[config.mk]
export PLATFORM = sky130hd
export DESIGN_NAME = skp_tester
export DESIGN_NICKNAME = d
export VERILOG_FILES = /design/src/rtl/skp_pkg.sv /design/src/rtl/skp_key_cmp.sv /design/src/rtl/skp_cc_eval.sv /design/src/rtl/skp_seq.sv /design/src/rtl/skp_tester.sv
export SDC_FILE = /design/constraint.sdc
export NUM_CORES = 1
export LEC_CHECK = 0
export ABC_CLOCK_PERIOD_IN_PS = 1800
export CAP_MARGIN = 10
export CORE_MARGIN = 5
export CORE_UTILIZATION = 40
export DETAILED_ROUTE_END_ITERATION = 7
export DONT_BUFFER_PORTS = 1
export GPL_ROUTABILITY_DRIVEN = 0
export SLEW_MARGIN = 20
export SYNTH_ARGS = -nofsm -noshare
export SYNTH_HDL_FRONTEND = slang
export SYNTH_HIERARCHICAL = 1
export SYNTH_SLANG_ARGS = --single-unit
export TNS_END_PERCENT = 10
[constraint.sdc]
create_clock -name clk_i -period 1.8 [get_ports clk_i]
set_clock_uncertainty 0.05 [all_clocks]
set_input_delay 0 -clock clk_i [delete_from_list [all_inputs] [get_ports clk_i]]
set_output_delay 0 -clock clk_i [all_outputs]
set_load 0.1 [all_outputs]
[src/rtl/skp_pkg.sv]
package skp_pkg;
  typedef logic [1:0] xl_t;
  localparam xl_t XL_OK   = 2'd0;
  localparam xl_t XL_PROT = 2'd1;

  typedef struct packed {
    logic [3:0] acc;
    logic       fp;
    logic       ref_b;
    logic       chg;
  } skey_t;

  typedef enum logic [1:0] {S_IDLE, S_KEY, S_STORE, S_FETCH} seq_e;
endpackage

[src/rtl/skp_key_cmp.sv]
module skp_key_cmp #(
  parameter logic [3:0] OVR_KEY = 4'd9
) (
  input  logic [3:0] test_key_i,
  input  logic [3:0] acc_i,
  input  logic       fp_i,
  input  logic       spo_en_i,
  input  logic       fpo_hit_i,
  output logic       match_o,
  output logic       fprot_o
);
  always_comb begin
    match_o = (test_key_i == 4'd0) || (test_key_i == acc_i) ||
              (spo_en_i && (acc_i == OVR_KEY));
    fprot_o = fp_i && !fpo_hit_i;
  end
endmodule

[src/rtl/skp_cc_eval.sv]
module skp_cc_eval
  import skp_pkg::*;
(
  input  xl_t        st_res_i,
  input  xl_t        fe_res_i,
  input  logic       match_i,
  input  logic       fprot_i,
  output logic [1:0] cc_o
);
  always_comb begin
    if (st_res_i == XL_OK) begin
      cc_o = match_i ? 2'd0 : (fprot_i ? 2'd2 : 2'd1);
    end else if (st_res_i == XL_PROT) begin
      // store refused: retry as fetch
      if (fe_res_i == XL_OK)        cc_o = (fprot_i && !match_i) ? 2'd2 : 2'd1;
      else if (fe_res_i == XL_PROT) cc_o = 2'd2;
      else                          cc_o = 2'd3;
    end else begin
      cc_o = 2'd3;
    end
  end
endmodule

[src/rtl/skp_seq.sv]
module skp_seq
  import skp_pkg::*;
(
  input  logic clk_i,
  input  logic rst_ni,
  input  logic req_i,
  output logic accept_o,
  output logic key_rd_o,
  output logic key_lat_o,
  output logic fin_o
);
  seq_e st_q, st_d;

  always_comb begin
    st_d = st_q;
    unique case (st_q)
      S_IDLE:  if (req_i) st_d = S_KEY;
      S_KEY:   st_d = S_STORE;
      S_STORE: st_d = S_FETCH;
      S_FETCH: st_d = S_IDLE;
      default: st_d = S_IDLE;
    endcase
  end

  always_ff @(posedge clk_i or negedge rst_ni) begin
    if (!rst_ni) st_q <= S_IDLE;
    else         st_q <= st_d;
  end

  assign accept_o  = (st_q == S_IDLE) && req_i;
  assign key_rd_o  = (st_q == S_KEY);
  assign key_lat_o = (st_q == S_STORE);
  assign fin_o     = (st_q == S_FETCH);


  key_rd_single_chk: assert property (@(posedge clk_i) disable iff (!rst_ni)
    key_rd_o |=> !key_rd_o);

  busy_no_accept_chk: assert property (@(posedge clk_i) disable iff (!rst_ni)
    key_rd_o |=> (key_lat_o && !accept_o));
endmodule

[src/rtl/skp_tester.sv]
module skp_tester
  import skp_pkg::*;
#(
  parameter int unsigned ADDR_W  = 32,
  parameter int unsigned PAGE_W  = 12,
  parameter int unsigned LOW_W   = 11,
  parameter logic [3:0]  OVR_KEY = 4'd9
) (
  input  logic                     clk_i,
  input  logic                     rst_ni,
  input  logic                     req_i,
  input  logic [3:0]               test_key_i,
  input  logic [ADDR_W-1:0]        addr_i,
  input  logic [1:0]               st_res_i,
  input  logic [1:0]               fe_res_i,
  input  logic                     spo_en_i,
  input  logic                     fpo_en_i,
  input  logic [6:0]               key_rdata_i,
  output logic                     key_rd_o,
  output logic [ADDR_W-PAGE_W-1:0] key_addr_o,
  output logic [1:0]               cc_o,
  output logic                     cc_valid_o
);
  localparam int unsigned PG_W = ADDR_W - PAGE_W;

  logic            accept, key_lat, fin;
  logic [3:0]      tk_q;
  logic [PG_W-1:0] page_q;
  logic            low_q, spo_q, fpo_q;
  xl_t             st_q, fe_q;
  skey_t           key_q;
  logic            match, fprot;
  logic [1:0]      cc_d;
  logic            unused_bits;

  assign unused_bits = ^{addr_i[LOW_W-1:0], key_q.ref_b, key_q.chg};

  skp_seq u_seq (
    .clk_i    (clk_i),
    .rst_ni   (rst_ni),
    .req_i    (req_i),
    .accept_o (accept),
    .key_rd_o (key_rd_o),
    .key_lat_o(key_lat),
    .fin_o    (fin)
  );

  always_ff @(posedge clk_i or negedge rst_ni) begin
    if (!rst_ni) begin
      tk_q   <= '0;
      page_q <= '0;
      low_q  <= 1'b0;
      spo_q  <= 1'b0;
      fpo_q  <= 1'b0;
      st_q   <= XL_OK;
      fe_q   <= XL_OK;
    end else if (accept) begin
      tk_q   <= test_key_i;
      page_q <= addr_i[ADDR_W-1:PAGE_W];
      low_q  <= (addr_i[ADDR_W-1:LOW_W] == '0);
      spo_q  <= spo_en_i;
      fpo_q  <= fpo_en_i;
      st_q   <= st_res_i;
      fe_q   <= fe_res_i;
    end
  end

  // key arrives the cycle after the read strobe
  always_ff @(posedge clk_i or negedge rst_ni) begin
    if (!rst_ni)      key_q <= '0;
    else if (key_lat) key_q <= skey_t'(key_rdata_i);
  end

  skp_key_cmp #(.OVR_KEY(OVR_KEY)) u_cmp (
    .test_key_i(tk_q),
    .acc_i     (key_q.acc),
    .fp_i      (key_q.fp),
    .spo_en_i  (spo_q),
    .fpo_hit_i (fpo_q && low_q),
    .match_o   (match),
    .fprot_o   (fprot)
  );

  skp_cc_eval u_eval (
    .st_res_i(st_q),
    .fe_res_i(fe_q),
    .match_i (match),
    .fprot_i (fprot),
    .cc_o    (cc_d)
  );

  always_ff @(posedge clk_i or negedge rst_ni) begin
    if (!rst_ni) begin
      cc_o       <= 2'd0;
      cc_valid_o <= 1'b0;
    end else begin
      cc_valid_o <= fin;
      if (fin) cc_o <= cc_d;
    end
  end

  assign key_addr_o = page_q;


  valid_delay_chk: assert property (@(posedge clk_i) disable iff (!rst_ni)
    key_rd_o |-> ##3 cc_valid_o);

  valid_pulse_chk: assert property (@(posedge clk_i) disable iff (!rst_ni)
    cc_valid_o |=> !cc_valid_o);

  st_fault_cc_chk: assert property (@(posedge clk_i) disable iff (!rst_ni)
    (cc_valid_o && st_q[1]) |-> (cc_o == 2'd3));

  key0_cc_chk: assert property (@(posedge clk_i) disable iff (!rst_ni)
    (cc_valid_o && tk_q == 4'd0 && st_q == XL_OK) |-> (cc_o == 2'd0));

  hold_ops_chk: assert property (@(posedge clk_i) disable iff (!rst_ni)
    key_rd_o |=> ($stable(tk_q) && $stable(st_q) && $stable(fe_q)));
endmodule

==> impl_results.md, run 1 <==
* Status: finished, final reports clean
* Max Clk Rate at 582 MHz
* CTS root buf: clkbuf_8
* Fin. max-slew vios at 0
* Mapped Cells at 120
* Core area at 4320 um2
* Fin util at 0.613
* Syn nets at 177
* H-tree depth at 2
* Adder-Cell Fraction of Synth Area at 0.0352
* Fraction of layout cells with a size suffix above 1 at 0.435
* CTS Buf Count at 5
* First-pass GRT wire length at 7140 um
* Die H at 76.7 um
* Slew @ Worst Pin at 357 ps
* Post-synthesis mux area share at 0.248
* Placed cell count at 199
* Worst slew margin at 0.760
* Min cycle time layout at 1720 ps
* Slowest CP cell: dfrtp_1
* Gr ovfl total at 0
* Unrepaired setup endpoints after global routing: yes
* Final net count at 256
* Via count at 1295
* CTS clock-pin slew for the worst setup and hold paths at 80 ps
* Top Ports at 76
* CP endpoint kind: register
* Die ar. at 5880 um2
* Drt initial violations at 36
* Clock Path Buffers at 2
* Mean post-synth cell area at 14.8 um2
* Fin crit share at 0.955
* Total GRT Usage at 0.151
* Synthesis Warnings at 6
* Most common cell after layout, fill and taps aside: dfrtp_1
* Final ANT Viol Nets at 0
* Antenna diode count at 0
* Drt wl/cell at 17.0 um
* CTS tree: built
* WS Path Type: reg2reg
* Drc violations at 0
* Post-DP HPWL at 2940 um
* Layout area overhead at 48.9%
* Die Span X at 76.7 um
* Initial antenna violation count at 0
* CP Launch Type: register
* Max capacitance violation total at 0
* Compound-Gate Fraction of Synth Area at 0.0246
* Vias per cell at 5.14
* Worst path max stage delay at 410 ps
* Pre-CTS WS at -76.5 ps
* Routed wire length at 4290 um
* Post-Syn Area at 1780 um2
* Port buffer count at 0
* Distinct cells, synth at 29
* Largest net degree at the start of global routing at 42
* Worst-Skew Late Latency at 280 ps
* Synth top area cells: dfrtp_1 58%, mux2_2 20%, ha_1 3.5%
* Hold Fails Final Rpt at 0
* Finish-stage setup viols at 0
* Initial Util at 0.411
* DRT Pass-1 Iters at 2
* Simple-gate share of the synthesized area at 0.0809
* Clock sinks at 41
* CP required at 1930 ps
* Vias in the first global route at 1461
* Num rows at 24
* Crit-path cells: inv_2, ha_4, and2_4, nor4b_4, buf_4, nand4_1, o41ai_2
* #FFs+latches synth at 41
* Largest family of logic cells by synthesized area: multiplexers
* Post-Layout Cell Count at 252
* Commonest cells after routing, fill and taps aside: 41 x dfrtp_1, 38 x dlygate4sd3_1, 36 x buf_4, 32 x mux2_2, 6 x clkbuf_8
* Final WS setup at 81.7 ps
* Post-synthesis sequential area ratio at 0.577
* WP data arrival at 1850 ps
* HP Class: in2reg
* Biggest area consumer among synthesized cells: dfrtp_1
* Post-synthesis xor/xnor area fraction at 0.0197
* Share of the synthesized area in the top cell type at 0.577
* Max FO, Critical Path at 4
[repair_timing]
action                                  4_1_cts  5_1_grt
buffers inserted                              0        6
gates resized for setup                       2        5
hold endpoints to repair                     79        0
gates cloned                                  0        0
endpoints found under the setup margin        1       23
pin swaps                                     0        2
hold buffers                                 39        0
[flip-flops by register name, indices dropped and copies added, names as in the netlist]
name and flops:
cc_o 2, cc_valid_o 1, fe_q 2, fpo_q 1, key_addr_o 20, key_q 5, low_q 1, spo_q 1
st_q 2, tk_q 4, u_seq/st_q 2
[final timing paths]
| check | from | endpoint | slack [ps] | cells past startpoint |
|---|---|---|---|---|
| worst max register to register | u_seq/st_q[0]$_DFFE_PN0P_ | low_q$_DFFE_PN0P_ | 80 | 7 |
| worst min-delay path | addr_i[29] | low_q$_DFFE_PN0P_ | 20 | 4 |
| worst min register to register | fpo_q$_DFFE_PN0P_ | fpo_q$_DFFE_PN0P_ | 440 | 1 |
| worst max-delay path | u_seq/st_q[0]$_DFFE_PN0P_ | low_q$_DFFE_PN0P_ | 80 | 7 |
| min in group asynchronous | rst_ni | st_q[1]$_DFFE_PN0P_ | 150 | 2 |
| max in group asynchronous | rst_ni | key_addr_o[9]$_DFFE_PN0P_ | 1350 | 2 |
[synth_stat cells (all sizes together)]
master,number
dfrtp,41
mux2,38
ha,5
nor4,4
xnor2,4
buf,3
inv,3
nand2b,3
and2,2
nand4,2
nor2,2
o21ai,2
a311oi,1
a41oi,1
mux2i,1
nand2,1
nand3,1
nor2b,1
nor3b,1
nor4b,1
nor4bb,1
o41ai,1
or4,1
[per-stage QoR]
step / hold WS [ps] / instance area (um2) / setup TNS [ps]
finish: 21.8 / 2650 / 0
global route: 36.2 / 2650 / -47.1
CTS: 8.46 / 2590 / 0
detailed placement: -344 / 2050 / -76.5
global placement: -344 / 2050 / -24.6
floorplan: -346 / 1780 / 0
[cell type report]
| type | instances | area (um2) |
|---|---|---|
| fill | 342 | 1680 |
| sequential | 41 | 1030 |
| multi-input combinational | 73 | 756 |
| timing repair buffer | 75 | 671 |
| clock buffer | 6 | 82.6 |
| tap | 52 | 65.1 |
| clock inverter | 2 | 37.5 |
| inverter | 3 | 11.3 |
[metal layers]
layer  part of all wire  wire [um]  global-route usage
met3              0.060        256              0.0527
met5                  0          0                   0
met1               0.38       1650               0.169
met4              0.012         53              0.0472
met2               0.54       2330               0.268
[worst max-delay path, delay by kind of cell, from the launching register on]
kind,cells,cell delay [ps]
compound gates,1,300
flops,1,410
buf+inv,2,240
fa+ha+maj,1,130
simple gates,3,480
[kinds of logic (layout without fill, tap and decap cells)]
family          Yosys count  count (layout)
flops                    41              41
mux                      39              39
simple gates             20              20
buf+inv                   6              86
fa+ha+maj                 5               5
compound gates            5               5
xor+xnor                  4               4
Power of run 1 is not shown: default switching activity piles up to over one toggle a cycle in this logic, so the estimate is an artifact.
==> inputs of run 2 (changes only) <==
REMOVE_ABC_BUFFERS = 1   (was default)
==> impl_results.md, run 2 (synthesized netlist as in run 1, its figures left out) <==
* Status: finished, final reports clean
* Crit-path cells: inv_2, ha_1, and2_2, buf_4, mux2_2
* Worst path max stage delay at 420 ps
* CTS clock-pin slew for the worst setup and hold paths at 70 ps
* Met3 Wirelength at 176 um
* Worst slew margin at 0.779
* Antenna diode count at 0
* Met2 WL at 2180 um
* Post-DP HPWL at 2800 um
* Slowest CP cell: dfrtp_1
* Gr ovfl total at 0
* WL met1 at 1530 um
* CTS Buf Count at 5
* Drt initial violations at 37
* CP required at 1910 ps
* CP bufs+invs at 2
* Largest net degree at the start of global routing at 42
* Final net count at 247
* Core area at 4320 um2
* Unrepaired setup endpoints after global routing: no
* Port buffer count at 0
* Max FO, Critical Path at 16
* Via count at 1210
* Fin. max-slew vios at 0
* # fillers at 370
* Die H at 76.7 um
* CP Launch Type: register
* CP endpoint kind: register
* Fin crit share at 0.933
* Clock Path Buffers at 2
* Post-Layout Cell Count at 242
* Die Span X at 76.7 um
* Clock sinks at 41
* Layout area overhead at 41.9%
* Setup TNS at 0 ps
* Vias per cell at 5.00
* CTS root buf: clkbuf_8
* HP Class: in2async
* H-tree depth at 2
* Total GRT Usage at 0.142
* First-pass GRT wire length at 6790 um
* Slew @ Worst Pin at 329 ps
* Finish-stage setup viols at 0
* Vias in the first global route at 1410
* Initial antenna violation count at 0
* Worst-Skew Late Latency at 280 ps
* Initial Util at 0.411
* Max capacitance violation total at 0
* Min cycle time layout at 1680 ps
* Routed wire length at 3930 um
* Hold Fails Final Rpt at 0
* Top Ports at 76
* DR top layer: met4
* Commonest cells after routing, fill and taps aside: 41 x dfrtp_1, 38 x dlygate4sd3_1, 32 x mux2_2, 27 x buf_4, 6 x clkbuf_8
* WS Path Type: reg2reg
* Placed cell count at 196
* Final ANT Viol Nets at 0
* Drt wl/cell at 16.2 um
* WP data arrival at 1790 ps
* Max reg flops at 20
* Num rows at 24
* CTS tree: built
* CP delay by family, top: flip-flops
* DRT Pass-1 Iters at 2
* Drc violations at 0
* Fraction of layout cells with a size suffix above 1 at 0.389
* Die ar. at 5880 um2
* Max Clk Rate at 596 MHz
* Most common cell after layout, fill and taps aside: dfrtp_1
## run 2: cell types whose count changed in the layout (fill, tap and decap cells not counted), sizes merged
cell      before  now
buf           37   28
bufinv         1    0
clkbuf         6    7
clkinvlp       1    0
## run 2: worst paths after layout
kind,depth (start not counted),from,to,slack [ps]
max in group asynchronous,2,rst_ni,key_addr_o[5]$_DFFE_PN0P_,1370
setup / recovery,5,u_seq/st_q[0]$_DFFE_PN0P_,key_addr_o[15]$_DFFE_PN0P_,120
hold reg to reg,1,fpo_q$_DFFE_PN0P_,fpo_q$_DFFE_PN0P_,440
setup reg to reg,5,u_seq/st_q[0]$_DFFE_PN0P_,key_addr_o[15]$_DFFE_PN0P_,120
hold / removal,2,rst_ni,key_q[6]$_DFFE_PN0P_,120
min in group clk_i,3,req_i,st_q[0]$_DFFE_PN0P_,230
## run 2: layout make-up
cell class                      instances  area, um2  area share
Sequential cell                        41       1030       0.406
Tap cell                               52       65.1      0.0258
Inverter                                3       11.3     0.00446
Clock buffer                            7       86.3      0.0342
Timing Repair Buffer                   66        603       0.239
Multi-Input combinational cell         73        733       0.290
## run 2: timing repair
action,in CTS,in global routing
resized for setup,0,2
buffers inserted,0,0
setup endpoints to repair,0,25
endpoints found under the hold margin,79,0
hold buffers,39,0
## run 2: routing by layer
layer,vias up,track usage
met4,0,0.0524
met3,5,0.0363
li1,572,-
met5,-,0
met1,601,0.165
met2,32,0.250
## run 2: worst reg2reg max path, cell delays in order, from the launching register on
cell	delay (ps)
dfrtp_1	420
inv_2	100
ha_1	210
and2_2	190
buf_4	240
mux2_2	370
## run 2: stage by stage
step	utilization	area [um2]	worst slack (ps)	hold slack, ps
floorplan	-	1760	-140	-346
global route	0.584	2520	1.99	148
CTS	0.582	2520	37.9	119
detailed placement	0.470	2030	38.0	-344
global placement	0.470	2030	74.4	-344
finish	0.584	2520	121	118
Power of run 2 is left out for the same reason.
